<file path="src/rtl/rdlev_pkg.sv">
package rdlev_pkg;
    typedef enum logic [2:0] {
        ST_IDLE,
        ST_ISSUE,
        ST_WAIT,
        ST_WRITE,
        ST_DONE
    } lvl_state_e;
endpackage

</file>
<file path="src/rtl/lvl_timer.sv">
// Return-latency counter: loads 1 on clear, counts while run is high.
module lvl_timer #(
    parameter int LAT_W   = 6,
    parameter int TIMEOUT = 63
) (
    input  logic             clk,
    input  logic             rst_n,
    input  logic             clear,
    input  logic             run,
    output logic [LAT_W-1:0] count,
    output logic             expired
);
    always_ff @(posedge clk) begin
        if (!rst_n)      count <= '0;
        else if (clear)  count <= LAT_W'(1);
        else if (run)    count <= count + 1'b1;
    end

    assign expired = (count == LAT_W'(TIMEOUT));
endmodule

</file>
<file path="src/rtl/lvl_delay.sv">
// Per-device delay: target minus own latency, clamped to the field maximum.
module lvl_delay #(
    parameter int LAT_W   = 6,
    parameter int DLY_W   = 4,
    parameter int DLY_MAX = 15
) (
    input  logic [LAT_W-1:0] target,
    input  logic [LAT_W-1:0] dev_lat,
    output logic [DLY_W-1:0] dly,
    output logic             over
);
    logic [LAT_W-1:0] gap;

    always_comb begin
        gap  = target - dev_lat;
        over = (gap > LAT_W'(DLY_MAX));
        dly  = over ? DLY_W'(DLY_MAX) : gap[DLY_W-1:0];
    end
endmodule

</file>
<file path="src/rtl/rdlat_leveler.sv">
module rdlat_leveler #(
    parameter int N_DEV   = 32,
    parameter int READS   = 4,
    parameter int LAT_W   = 6,
    parameter int TIMEOUT = 63,
    parameter int DLY_W   = 4,
    parameter int DLY_MAX = 15
) (
    input  logic                       clk,
    input  logic                       rst_n,
    input  logic                       start,
    input  logic                       data_valid,
    output logic                       rd_cmd,
    output logic [$clog2(N_DEV)-1:0]   rd_dev,
    output logic                       wr_en,
    output logic [$clog2(N_DEV)-1:0]   wr_dev,
    output logic [DLY_W-1:0]           wr_dly,
    output logic                       done,
    output logic                       error
);
    import rdlev_pkg::*;

    localparam int DEV_W = $clog2(N_DEV);
    localparam int RD_W  = (READS > 1) ? $clog2(READS) : 1;

    lvl_state_e       state, state_nx;
    logic [DEV_W-1:0] dev_idx;
    logic [RD_W-1:0]  rd_idx;
    logic [LAT_W-1:0] lat_mem [N_DEV];
    logic [LAT_W-1:0] target;
    logic             err_q;

    logic [LAT_W-1:0] cnt;
    logic             expired;
    logic [LAT_W-1:0] sample;
    logic [DLY_W-1:0] calc_dly;
    logic             calc_over;
    logic             last_dev, last_rd, accept, read_end;

    assign last_dev = (dev_idx == DEV_W'(N_DEV - 1));
    assign last_rd  = (rd_idx == RD_W'(READS - 1));
    assign accept   = start && ((state == ST_IDLE) || (state == ST_DONE));
    assign read_end = (state == ST_WAIT) && (data_valid || expired);
    assign sample   = data_valid ? cnt : '0;

    lvl_timer #(.LAT_W(LAT_W), .TIMEOUT(TIMEOUT)) u_timer (
        .clk     (clk),
        .rst_n   (rst_n),
        .clear   (state == ST_ISSUE),
        .run     (state == ST_WAIT),
        .count   (cnt),
        .expired (expired)
    );

    lvl_delay #(.LAT_W(LAT_W), .DLY_W(DLY_W), .DLY_MAX(DLY_MAX)) u_delay (
        .target  (target),
        .dev_lat (lat_mem[dev_idx]),
        .dly     (calc_dly),
        .over    (calc_over)
    );

    // next state
    always_comb begin
        state_nx = state;
        unique case (state)
            ST_IDLE:  if (start) state_nx = ST_ISSUE;
            ST_ISSUE: state_nx = ST_WAIT;
            ST_WAIT:  if (data_valid || expired)
                          state_nx = (last_rd && last_dev) ? ST_WRITE : ST_ISSUE;
            ST_WRITE: if (last_dev) state_nx = ST_DONE;
            ST_DONE:  if (start) state_nx = ST_ISSUE;
            default:  state_nx = ST_IDLE;
        endcase
    end

    // state register
    always_ff @(posedge clk) begin
        if (!rst_n) state <= ST_IDLE;
        else        state <= state_nx;
    end

    // measurement and bookkeeping of indices
    always_ff @(posedge clk) begin
        if (!rst_n) begin
            dev_idx <= '0;
            rd_idx  <= '0;
            target  <= '0;
            err_q   <= 1'b0;
        end else if (accept) begin
            dev_idx <= '0;
            rd_idx  <= '0;
            target  <= '0;
            err_q   <= 1'b0;
        end else if (read_end) begin
            if (!data_valid) err_q <= 1'b1;
            if (rd_idx == '0 || sample > lat_mem[dev_idx])
                lat_mem[dev_idx] <= sample;
            if (sample > target) target <= sample;
            if (last_rd) begin
                rd_idx  <= '0;
                dev_idx <= last_dev ? '0 : dev_idx + 1'b1;
            end else begin
                rd_idx <= rd_idx + 1'b1;
            end
        end else if (state == ST_WRITE) begin
            if (calc_over) err_q <= 1'b1;
            dev_idx <= last_dev ? '0 : dev_idx + 1'b1;
        end
    end

    // outputs
    always_comb begin
        rd_cmd = 1'b0;
        wr_en  = 1'b0;
        done   = 1'b0;
        unique case (state)
            ST_ISSUE: rd_cmd = 1'b1;
            ST_WRITE: wr_en  = 1'b1;
            ST_DONE:  done   = 1'b1;
            default:  ;
        endcase
        rd_dev = dev_idx;
        wr_dev = dev_idx;
        wr_dly = calc_dly;
        error  = err_q;
    end
endmodule

</file>
<file path="config.mk">
export PLATFORM = sky130hd
export DESIGN_NAME = rdlat_leveler
export DESIGN_NICKNAME = d
export VERILOG_FILES = /design/src/rtl/rdlev_pkg.sv /design/src/rtl/lvl_timer.sv /design/src/rtl/lvl_delay.sv /design/src/rtl/rdlat_leveler.sv
export SDC_FILE = /design/constraint.sdc
export NUM_CORES = 1
export LEC_CHECK = 0
export ABC_AREA = 1
export BUFFER_PORTS_ARGS = -buffer_cell sky130_fd_sc_hd__clkbuf_2
export CAP_MARGIN = 20
export CELL_PAD_IN_SITES_DETAIL_PLACEMENT = 1
export CELL_PAD_IN_SITES_GLOBAL_PLACEMENT = 1
export CORE_MARGIN = 5
export CORE_UTILIZATION = 31
export DETAILED_ROUTE_END_ITERATION = 12
export PLACE_DENSITY = 0.67
export SYNTH_ARGS = -nofsm -noshare
export SYNTH_HDL_FRONTEND = slang
export SYNTH_HIERARCHICAL = 1
export SYNTH_SLANG_ARGS = --single-unit
</file>
<file path="constraint.sdc">
create_clock -name clk -period 2.5 [get_ports clk]
set_input_delay 0.125 -clock clk [delete_from_list [all_inputs] [get_ports clk]]
set_output_delay 0.125 -clock clk [all_outputs]
set_load 0.01 [all_outputs]
</file>
-- Word level (Yosys, flattened, before mapping)
Memories as Yosys holds them, arrays and structs flattened. A register that Yosys moved wholly into a read port is not among the register bits.
Cells that the tools add are included.
- register bits after elaboration: 23
- latch bits: 0
- RAM bits: 192
- ROM bits: 0
- input bits: 4
- output and inout port bits: 18
- memories: 1
- add/subtract/negate cells: 4
- multipliers: 0
- divide/modulo/power cells: 0
- order comparisons: 3
- eq/ne operators: 12
- shifts and indexed selects: 0
- muxes and demuxes: 28
- bitwise operators: 1
- reductions and logical operators: 18
- memory list (memory ; depth ; width ; read ports ; clocked after Yosys merged registers in ; wr ports ; RTL line ; text):
    lat_mem ; 32 ; 6 ; 1 ; 1 ; 1 ; rdlat_leveler.sv:29 ; logic [LAT_W-1:0] lat_mem [N_DEV];
- operators by type and width (kind ; number):
    two-way mux 5 bit ; 6
    two-way mux 1 bit ; 14
    greater-than comparator 6 bit ; 2
    one-hot mux 3 bit (4 select lines) ; 1
    two-way mux 3 bit ; 3
    inequality test 2 bit, second input constant ; 4
    adder 6 x 1 -> 6 bit, second input constant ; 1
    == test 3 x 2 -> 1 bit, second input constant ; 2
    == test 6 bit, second input constant ; 1
    greater-than comparator 6 x 4 -> 1 bit, second input constant ; 1
    two-way mux 6 bit ; 1
    AND reduction 3 bit ; 2
    nonzero test 2 bit ; 3
    OR reduction 2 bit ; 3
    subtractor 6 bit ; 1
    adder 5 x 1 -> 5 bit, second input constant ; 1
    == test 5 bit, second input constant ; 1
    two-way mux 2 bit ; 2
    two-way mux 4 bit ; 1
    AND reduction 2 bit ; 2
    == test 3 x 1 -> 1 bit, second input constant ; 1
    == test 3 bit, second input constant ; 1
    logical AND 1 bit ; 3
    logical NOT 3 bit ; 1
    6 further kinds ; 8

-- Longest topological paths before layout
- depth in word-level cells: 8
- gate-level depth with buffers: 25
- depth with buffers taken out: 22

-- Hierarchy
Netlist, hierarchy kept.
- modules (own cells, without submodules) (module ; times used ; cells each ; area an instance (um2)):
    rdlat_leveler ; 1 ; 946 ; 9522.9
    lvl_delay ; 1 ; 49 ; 296.5
    lvl_timer ; 1 ; 40 ; 290.3

-- Worst setup path after synthesis
No wires, ideal clock.
- path kind: register to register
- start point: reg (tool-made name)
- end point: mem lat_mem[12][0] (enable)
- setup time: 0.350 ns
- arrival: 2.442 ns
- slack: -0.292 ns
- cell stages (with the launch flop): 22
- path buffers: 4
- clock period less this slack: 2.792 ns
- path through: dfxtp_1 buf_2 inv_2 buf_4 buf_2 nand2_1 nand3_1 nand3_1 nand2_1 nand2_1 nand3_1 nand2_1 ha_1 nand2_1 nor2_1 o21ai_0 nand3_1 nand2_1 nand2_1 nand2_2 buf_6 nor2_1
- RTL lines (item ; RTL line):
    end, declared ; rdlat_leveler.sv:29

==> impl_metrics.env <==
export IMPL_cap_violations=0
export IMPL_min_period_ns=3.41
export IMPL_first_pass_iters=5
export IMPL_crit_slowest_cell="dfxtp_4"
export IMPL_tightest_slew_ns=0.893
export IMPL_arrival_ns=3.28
export IMPL_critical_path_cell_chain="clkinv_8, buf_16, nand2_1, nand3_1, nand3_1, nand2_1, nand2_1, nand2_1, nand2_1, nand2_2, ha_4, fa_2, nand3b_1, nand2_2, xnor2_2, buf_4, nand3_2, clkbuf_2"
export IMPL_drt_iter0_markers=461
export IMPL_max_vdd_ir_drop_v=0.000450
export IMPL_max_stage_delay_ns=0.47
export IMPL_hold_path_depth=4
export IMPL_dr_wl_met3_um=1280
export IMPL_synth_edf_count=192
export IMPL_clk_latency_ns=0.53
export IMPL_required_ns=2.38
export IMPL_core_um2=32400
export IMPL_grt_start_max_net_pins=34
export IMPL_clock_sinks=220
export IMPL_start_kind="register"
export IMPL_initial_core_util_pct=31.2
export IMPL_outcome="complete, but fails checks"
export IMPL_final_max_slew_violation_count=0
export IMPL_wl_met2_um=15900
export IMPL_rows=66
export IMPL_yosys_area_top_type="edfxtp_1"
export IMPL_synth_most_common_cell="nand2_1"
export IMPL_cts_tree="built"
export IMPL_synth_area_leaders="edfxtp_1 57%, nand2_1 14%, nand3_1 8.8%, dfxtp_1 5.5%, ha_1 3.1%"
export IMPL_fmax_ghz=0.293
export IMPL_postSynthAreaPerCell_um2=9.77
export IMPL_synthesis_area_um2=10100
export IMPL_place_inst=1507
export IMPL_syn_inst=1035
export IMPL_overflow=0
export IMPL_setup_viol=197
export IMPL_drtAntennaViolNets=0
export IMPL_place_ws_ns=-0.542
export IMPL_placed_area_um2=11400
export IMPL_power_density_nw_per_um2=684
export IMPL_fillerInstances=3648
export IMPL_die_height_um=191
export IMPL_final_area_um2=13100
export IMPL_hpwl_um=19200
export IMPL_p_leak_nw=4.99
export IMPL_fp_dieW_um=191
export IMPL_fin_skew_ns=0.00630
export IMPL_gp_congestion=0.792
export IMPL_via_per_inst=4.93
export IMPL_grt_usage_pct=16.9
export IMPL_synth_seq_cells=220
export IMPL_drc=0
export IMPL_crit_path_max_fanout=12
export IMPL_instances_no_fill=1588
export IMPL_clock_path_buffers=3
export IMPL_top_layer="met4"
export IMPL_grt_pass1_wl_um=47800
export IMPL_clk_pin_slew_ns=0.06
export IMPL_ios=22
export IMPL_holdPathEnd="error"
export IMPL_synthFlopType="edfxtp_1"
export IMPL_antenna_found_initial=0
export IMPL_antenna_cells=0
export IMPL_ctsHtreeMaxLevel=1
export IMPL_critPathKind="reg -> out"
export IMPL_syn_nets=1065
export IMPL_synth_distinct_cells=35
export IMPL_synthArstFlopShare_pct=0
export IMPL_hold_path_class="in -> reg"
export IMPL_yosysTopAreaCellShare_pct=57.0
export IMPL_dieArea_um2=36300
export IMPL_first_global_vias=8303
export IMPL_r2r_end="lat_mem[19][2]"
export IMPL_yosysWarnings=6
export IMPL_drive_gt1_share_pct=24.0
export IMPL_hp_start="data_valid"
export IMPL_cts_root_buf="clkbuf_16"
export IMPL_wl_per_cell_um=19.9
export IMPL_hold_viol=0
export IMPL_numCtsBuffers=24
export IMPL_reg2reg_slack_ns=-0.76
export IMPL_critPathCaptureType="primary output"
export IMPL_slew_headroom_pct=40.0
export IMPL_vias=7832
export IMPL_critPathMostFrequentCell="nand2_1"
export IMPL_ff2ff_path_depth=22
export IMPL_grt_setup_unrepaired="yes"
export IMPL_met1Wirelength_um=13800
export IMPL_layout_setup_ws_ns=-0.907
export IMPL_nets=1158
export IMPL_crit_family="simple AND/OR/NAND/NOR gates"
export IMPL_io_buffer_count=21
export IMPL_ys_seq_area_share_pct=62.6
export IMPL_area_growth_pct=29.8
export IMPL_drt_total_wl_um=31700
export IMPL_post_route_period_util_pct=136
export IMPL_violations="setup timing"
export IMPL_synthTopCellsByCount="369 x nand2_1, 192 x edfxtp_1, 177 x nand3_1"
export IMPL_path_buf_inv=4
-- how the worst max path moves through the flow --
stage                        start             end  cells past startpoint
after detailed placement  register  lat_mem[29][1]                     20
after CTS                 register       wr_dly[1]                     19
after global placement    register  lat_mem[29][4]                     20
after floorplan           register  lat_mem[28][0]                     21
after global routing      register       wr_dly[1]                     18
final                     register       wr_dly[0]                     18
-- registers in the layout, summed over array words and instances, names as in the netlist, named ones only --
| name | flops |
|---|---|
| error | 1 |
| lat_mem | 192 |
| rd_dev | 5 |
| rd_idx | 2 |
| state | 3 |
| target | 6 |
| u_timer/count | 6 |
-- worst reg2reg max path, delay by kind of cell, from the launching register on --
kind	cells	cell delay [ns]
AOI/OAI and AO/OA	1	0.06
adders and majority gates	1	0.17
buffers and inverters	6	0.93
DFF	1	0.47
and+or+nand+nor	14	1.29
-- cell families after synthesis --
group,Yosys count,share of synthesized area [%]
AOI/OAI and AO/OA,37,2.13
xor gates and xnor gates,3,0.334
adders and majority gates,26,3.29
buffers and inverters,114,4.95
DFF,220,62.6
and+or+nand+nor,635,26.7
-- report_power, final --
part | internal (mW) | total (mW) | switching, mW
registers | 4.04 | 4.10 | 0.0568
clock network | 2.18 | 3.66 | 1.48
logic | 0.477 | 1.22 | 0.739
-- area by class of cell --
class,count,area (um^2),share of cell area [%]
clock inverters,18,205,1.56
repair buffers,123,1400,10.7
clock buffers,26,608,4.63
well taps,442,553,4.21
multi-input cells,701,3780,28.8
repair inverters,1,8.76,0.0667
inverters,57,229,1.74
flip-flops and latches,220,6330,48.3
-- through the flow --
step | hold WS, ns | setup TNS, ns | utilization (%) | power [mW]
after floorplan | 0.248 | -5.96 | - | 4.80
after global placement | 0.384 | -80.54 | 35.1 | 5.11
after detailed placement | 0.397 | -95.11 | 35.1 | 5.14
after CTS | 0.0625 | -103.54 | 39.3 | 8.94
after global routing | 0.115 | -174.91 | 40.5 | 9.31
final | 0.0785 | -144.88 | 40.5 | 8.97
-- layout by cell type, fill, tap and decap left out, drive strengths merged, types with 3 or more instances in the layout --
cell type and instances:
clkbuf 50, edfxtp 192, nand2 375, bufbuf 3, dfxtp 28, inv 58, buf 93, nor2 66
dlygate4sd3 3, a21oi 27, bufinv 4, clkinv 14, nand3 178, ha 25, o21ai 5, nor3 11
-- routing by layer --
metal | track usage (%) | up-vias
met1 | 22.1 | 3915
met5 | 0 | -
li1 | - | 3681
met4 | 4.01 | 0
met3 | 1.89 | 53
met2 | 30.3 | 183
-- repair_timing --
| action | CTS | global route |
|---|---|---|
| endpoints found under the hold margin | 10 | 0 |
| cloned | 8 | 7 |
| pin swaps | 7 | 4 |
| endpoints found under the setup margin | 197 | 197 |
| gates resized for setup | 46 | 49 |
| setup buffers | 14 | 6 |
| hold buffers | 3 | 0 |
Note: power is estimated with default switching activity, not from simulation.
